==> config.mk <==
export PLATFORM = sky130hd
export DESIGN_NAME = serial_streamer
export DESIGN_NICKNAME = d
export VERILOG_FILES = /design/src/rtl/streamer_pkg.sv /design/src/rtl/tx_edge_sync.sv /design/src/rtl/stream_sequencer.sv /design/src/rtl/stream_rom.sv /design/src/rtl/serial_streamer.sv
export SDC_FILE = /design/constraint.sdc
export NUM_CORES = 1
export LEC_CHECK = 0
export ABC_AREA = 1
export BUFFER_PORTS_ARGS = -buffer_cell sky130_fd_sc_hd__buf_2
export CORE_MARGIN = 2
export CORE_UTILIZATION = 56
export DETAILED_ROUTE_END_ITERATION = 10
export PLACE_DENSITY_LB_ADDON = 0.3
export SETUP_SLACK_MARGIN = 0.05
export SLEW_MARGIN = 5
export SYNTH_ARGS = -nofsm -noshare
export SYNTH_HDL_FRONTEND = slang
export SYNTH_HIERARCHICAL = 1
export SYNTH_SLANG_ARGS = --single-unit
==> constraint.sdc <==
create_clock -name clk -period 1.6 [get_ports clk]
set_clock_uncertainty 0.1 [all_clocks]
set_input_delay 0.32 -clock clk [delete_from_list [all_inputs] [get_ports clk]]
set_output_delay 0.32 -clock clk [all_outputs]
set_load 0.005 [all_outputs]
==> src/rtl/streamer_pkg.sv <==
package streamer_pkg;

  typedef enum logic {
    PH_SYNC   = 1'b0,
    PH_STREAM = 1'b1
  } phase_t;

  // Fill kinds for the constant array
  localparam int FILL_ERASED  = 0;
  localparam int FILL_PATTERN = 1;

  // Content of one array location for a given fill kind
  function automatic logic [31:0] fill_value(input int kind, input int addr);
    logic [31:0] v;
    if (kind == FILL_PATTERN) begin
      v = (((32'(addr) * 32'd37) + 32'd92) & 32'hFF) ^ (32'(addr) >> 2);
    end else begin
      v = 32'hFFFF_FFFF;
    end
    return v;
  endfunction

  // Next index of a circular counter of the given modulus
  function automatic logic [31:0] wrap_next(input logic [31:0] cur, input logic [31:0] modulus);
    return (cur >= modulus - 32'd1) ? 32'd0 : cur + 32'd1;
  endfunction

endpackage

==> src/rtl/tx_edge_sync.sv <==
module tx_edge_sync #(
  parameter int STAGES = 2
) (
  input  logic clk,
  input  logic rst_n,
  input  logic async_in,
  output logic rise
);
  // chain[0..STAGES-1] synchronise, chain[STAGES] keeps the previous value
  logic [STAGES:0] chain;

  always_ff @(posedge clk) begin
    if (!rst_n) begin
      chain <= '0;
    end else begin
      chain <= {chain[STAGES-1:0], async_in};
    end
  end

  assign rise = chain[STAGES-1] & ~chain[STAGES];

  // one rising edge of the transmit clock gives one single-cycle pulse
  a_r8_single_pulse: assert property (@(posedge clk) disable iff (!rst_n)
    rise |=> !rise);

endmodule

==> src/rtl/stream_sequencer.sv <==
module stream_sequencer
  import streamer_pkg::*;
#(
  parameter int DEPTH       = 128,
  parameter int WIDTH       = 8,
  parameter int SYNC_PULSES = 9,
  localparam int AW = $clog2(DEPTH),
  localparam int BW = $clog2(WIDTH + 1),
  localparam int CW = $clog2(SYNC_PULSES + 1)
) (
  input  logic          clk,
  input  logic          rst_n,
  input  logic          adv,
  output logic          in_stream,
  output logic [AW-1:0] byte_ptr,
  output logic [BW-1:0] bit_pos,
  output logic          slot_is_data,
  output logic          sync_done_ev,
  output logic          byte_end_ev
);
  phase_t        phase;
  logic [CW-1:0] sync_cnt;

  assign in_stream    = (phase == PH_STREAM);
  assign slot_is_data = in_stream && (bit_pos < BW'(WIDTH));
  assign sync_done_ev = adv && (phase == PH_SYNC) && (sync_cnt == CW'(SYNC_PULSES));
  assign byte_end_ev  = adv && in_stream && (bit_pos == BW'(WIDTH));

  always_ff @(posedge clk) begin
    if (!rst_n) begin
      phase    <= PH_SYNC;
      sync_cnt <= '0;
      byte_ptr <= '0;
      bit_pos  <= '0;
    end else if (adv) begin
      if (phase == PH_SYNC) begin
        if (sync_done_ev) begin
          phase    <= PH_STREAM;
          byte_ptr <= '0;
          bit_pos  <= '0;
        end else begin
          sync_cnt <= sync_cnt + 1'b1;
        end
      end else if (byte_end_ev) begin
        bit_pos  <= '0;
        byte_ptr <= AW'(wrap_next(32'(byte_ptr), 32'(DEPTH)));
      end else begin
        bit_pos <= bit_pos + 1'b1;
      end
    end
  end

  // the pulse after the sync count starts byte 0 at its top bit
  a_r3_first_slot: assert property (@(posedge clk) disable iff (!rst_n)
    sync_done_ev |=> in_stream && byte_ptr == '0 && bit_pos == '0);

  // after a filler slot the pointer steps by one
  a_r5_ptr_step: assert property (@(posedge clk) disable iff (!rst_n)
    (byte_end_ev && byte_ptr != AW'(DEPTH - 1)) |=> byte_ptr == $past(byte_ptr) + 1'b1);

  // the last location is followed by location 0
  a_r6_wrap: assert property (@(posedge clk) disable iff (!rst_n)
    (byte_end_ev && byte_ptr == AW'(DEPTH - 1)) |=> byte_ptr == '0);

  // without an accepted edge nothing moves
  a_r7_frozen: assert property (@(posedge clk) disable iff (!rst_n)
    !adv |=> $stable(byte_ptr) && $stable(bit_pos) && $stable(phase) && $stable(sync_cnt));

  // the slot index never passes the filler slot
  a_r4_slot_bound: assert property (@(posedge clk) disable iff (!rst_n)
    bit_pos <= BW'(WIDTH));

endmodule

==> src/rtl/stream_rom.sv <==
module stream_rom
  import streamer_pkg::*;
#(
  parameter int DEPTH     = 128,
  parameter int WIDTH     = 8,
  parameter int FILL_KIND = FILL_ERASED,
  localparam int AW = $clog2(DEPTH)
) (
  input  logic [AW-1:0]    addr,
  output logic [WIDTH-1:0] data
);
  logic [WIDTH-1:0] cells [DEPTH];

  generate
    if (FILL_KIND == FILL_ERASED) begin : g_erased
      for (genvar a = 0; a < DEPTH; a++) begin : g_cell
        assign cells[a] = '1;
      end
    end else begin : g_pattern
      for (genvar a = 0; a < DEPTH; a++) begin : g_cell
        localparam logic [31:0] CELL_V = fill_value(FILL_KIND, a);
        assign cells[a] = CELL_V[WIDTH-1:0];
      end
    end
  endgenerate

  assign data = cells[addr];

endmodule

==> src/rtl/serial_streamer.sv <==
module serial_streamer
  import streamer_pkg::*;
#(
  parameter int DEPTH       = 128,
  parameter int WIDTH       = 8,
  parameter int SYNC_PULSES = 9,
  parameter int SYNC_STAGES = 2,
  parameter int FILL_KIND   = FILL_ERASED
) (
  input  logic clk,
  input  logic rst_n,
  input  logic tx_clk,
  input  logic stream_en,
  output logic sd_oe,
  output logic sd_bit
);
  localparam int AW = $clog2(DEPTH);
  localparam int BW = $clog2(WIDTH + 1);

  logic             tx_rise;
  logic             adv;
  logic             in_stream;
  logic [AW-1:0]    byte_ptr;
  logic [BW-1:0]    bit_pos;
  logic             slot_is_data;
  logic             sync_done_ev;
  logic             byte_end_ev;
  logic [WIDTH-1:0] cur_byte;
  logic             cur_bit;

  tx_edge_sync #(.STAGES(SYNC_STAGES)) u_sync (
    .clk      (clk),
    .rst_n    (rst_n),
    .async_in (tx_clk),
    .rise     (tx_rise)
  );

  assign adv = tx_rise && stream_en;

  stream_sequencer #(
    .DEPTH       (DEPTH),
    .WIDTH       (WIDTH),
    .SYNC_PULSES (SYNC_PULSES)
  ) u_seq (
    .clk          (clk),
    .rst_n        (rst_n),
    .adv          (adv),
    .in_stream    (in_stream),
    .byte_ptr     (byte_ptr),
    .bit_pos      (bit_pos),
    .slot_is_data (slot_is_data),
    .sync_done_ev (sync_done_ev),
    .byte_end_ev  (byte_end_ev)
  );

  stream_rom #(
    .DEPTH     (DEPTH),
    .WIDTH     (WIDTH),
    .FILL_KIND (FILL_KIND)
  ) u_rom (
    .addr (byte_ptr),
    .data (cur_byte)
  );

  // Data bits leave most significant first
  always_comb begin
    cur_bit = 1'b1;
    for (int i = 0; i < WIDTH; i++) begin
      if (bit_pos == BW'(i)) cur_bit = cur_byte[WIDTH-1-i];
    end
  end

  assign sd_oe  = stream_en && slot_is_data;
  assign sd_bit = sd_oe ? cur_bit : 1'b1;

  // no drive during the sync phase
  a_r2_quiet_sync: assert property (@(posedge clk) disable iff (!rst_n)
    !in_stream |-> !sd_oe);

  // a low mode input releases the line
  a_r7_release: assert property (@(posedge clk) disable iff (!rst_n)
    !stream_en |-> !sd_oe && sd_bit);

  // filler slot releases the line high
  a_r4_filler: assert property (@(posedge clk) disable iff (!rst_n)
    (in_stream && !slot_is_data) |-> !sd_oe && sd_bit);

  // the line reads high whenever it is not driven
  a_r1_idle_high: assert property (@(posedge clk) disable iff (!rst_n)
    !sd_oe |-> sd_bit);

endmodule

==> metrics.md <==
| Metric | Value |
|---|---|
| Status | `finished, final reports clean` |
| Commonest non-fill, non-tap cell in the layout | `nand2_1` |
| Syn Area/Cell | `6.722 um2` |
| Die Ht | `40.34 um` |
| Iteration-0 DRC Markers | `3` |
| Most frequent CP cell | `nand3_1` |
| # setup viols final | `0` |
| Clock Pin Slew Worst Setup and Hold Paths | `0.07 ns` |
| Number of H-tree levels | `1` |
| CP required | `1.18 ns` |
| Starting Density | `0.5828` |
| Slew Limit Fails | `0` |
| DR vias/cell | `4.596` |
| Fillcell total | `114` |
| Setup TNS | `0 ns` |
| DP Cell Count | `129` |
| Commonest non-fill, non-tap cells in the layout | `20 x nand2_1, 17 x inv_1, 8 x nand3_1, 8 x conb_1, 8 x dfxtp_1` |
| Period Utilization, post-route | `0.9594` |
| Max Fclk | `0.6515 GHz` |
| Syn-to-layout area delta | `15.23%` |
| Crit path max fanout | `8` |
| Vias post-DR | `625` |
| Vias in the first global route | `440` |
| Antenna violations before repair | `0` |
| Gpl congestion | `0.7537` |
| Final Hold Vio Count | `0` |
| Clk Latency, worst-skew pair | `0.27 ns` |
| Post-synthesis cell count | `110` |
| Clk Tree Root Cell | `clkbuf_4` |
| TritonCTS Buffers | `3` |
| CTS tree | `done` |
| Design Power | `0.5152 mW` |
| Non-Filler Instances | `136` |
| Total grt overflow | `0` |
| Hold_buf cts | `0` |
| Area of the multi-input gates | `416.7 um2` |
| Chip width | `40.34 um` |
| Post-route ant nets | `0` |
| Final wirelength | `1196 um` |
| PwrDens | `604.7 mW/mm2` |
| IO Pins | `6` |
| Register-to-Register Path Depth | `11` |
| Buffers added on ports | `5` |
| Endpoint type of the worst setup path | `output port` |
| Worst Setup Path Type | `flip-flop to output port` |
| Ant diodes | `0` |
| Min cycle time layout | `1.535 ns` |
| DR pass1 iterations | `4` |
| FF/Latch Area | `250.2 um2` |
| RSZ-0062 raised after global routing | `yes` |
| Min-delay worst type | `primary input to flip-flop` |
| # rows | `13` |
| Clock buffer depth | `2` |
| Ys Warns | `6` |
| Peak supply drop | `0.4732 mV` |
| Max_cap viols | `0` |
| Leak | `0.4095 nW` |
| Die area | `0.001627 mm2` |
| Layout cell share with drive strength beyond 1 | `0.2975` |
| Worst Path Arrival | `1.12 ns` |
| Wire length per cell | `8.794 um` |
| GRT Util Overall | `0.1663` |
| Worst path slowest cell | `dfxtp_4` |
| Core ar. | `0.001269 mm2` |
| Largest net degree at the start of global routing | `9` |
| Depth of the worst hold-timing path | `3` |
| Crit path largest cell delay | `0.40 ns` |
| Global-route wire length before repair | `1662 um` |
| Critical path, cell by cell | `inv_4 -> nand2_2 -> nand3_1 -> nand3b_1 -> nand3_1 -> buf_2` |
| Area of the mapped netlist | `739.5 um2` |
| DP HPWL | `837.1 um` |
| Num Clock Sinks | `12` |
| Critical Path Start Type | `flip-flop` |
| Final nets | `131` |
| Number of remaining DRC errors | `0` |
-- per-stage QoR --
stage | util | area, um2 | worst slack [ns] | hold slack, ns
final | 0.6716 | 852.1 | 0.06497 | 0.1371
after global routing | 0.6716 | 852.1 | -0.04208 | 0.1078
after CTS | 0.6331 | 803.3 | 0.01899 | 0.1204
after detailed placement | 0.5907 | 749.5 | 0.1628 | 0.3104
after global placement | 0.5907 | 749.5 | 0.2057 | 0.3011
after floorplan | - | 765.7 | 0.2848 | 0.2900
-- state kept, by name (all words and copies together), names as in the netlist --
register	flops
u_seq/in_stream	1
u_sync/chain	3
u_seq/sync_cnt	4
u_seq/bit_pos	4
-- layer usage --
layer	global-route usage	part of all wire	vias to the layer above	wire length (um)
li1	-	-	343	-
met5	0	0	-	0
met2	0.2540	0.47	12	565
met3	0.1000	0.042	2	50
met4	0.07500	0.0042	0	5
met1	0.1824	0.48	268	575
-- power by group --
part,leakage [nW],switching (mW),internal (mW)
clock network,0.0138,0.0916,0.0870
registers,0.100,0.00264,0.300
logic,0.296,0.0207,0.0134
-- repair_timing --
item | in CTS | in global routing
hold endpoints to repair | 0 | 0
gates resized for setup | 6 | 14
pin swaps | 4 | 8
setup buffers | 3 | 1
setup endpoints to repair | 1 | 3
-- final timing paths --
check	end	slack, ns	startpoint
worst min-delay path	u_sync/chain[0]$_SDFF_PN0_	0.14	tx_clk
worst max register to register	u_seq/sync_cnt[3]$_SDFFE_PN0P_	0.21	u_sync/chain[1]$_SDFF_PN0_
worst max-delay path	sd_bit	0.06	u_seq/bit_pos[0]$_SDFFE_PN0P_
worst min register to register	u_sync/chain[1]$_SDFF_PN0_	0.32	u_sync/chain[0]$_SDFF_PN0_
-- critical path: cells and delay by family, from the launching register on --
family | cells | cell delay, ns
DFF | 1 | 0.40
and+or+nand+nor | 4 | 0.26
buffers and inverters | 2 | 0.19
-- layout make-up --
type                            instances  area share
Clock buffer                            3     0.02643
Inverter                               23      0.1043
Multi-Input combinational cell         74      0.4890
Sequential cell                        12      0.2937
Tap cell                               15     0.02203
Timing Repair Buffer                    9     0.06461
Power figures use the tool's default switching activity.
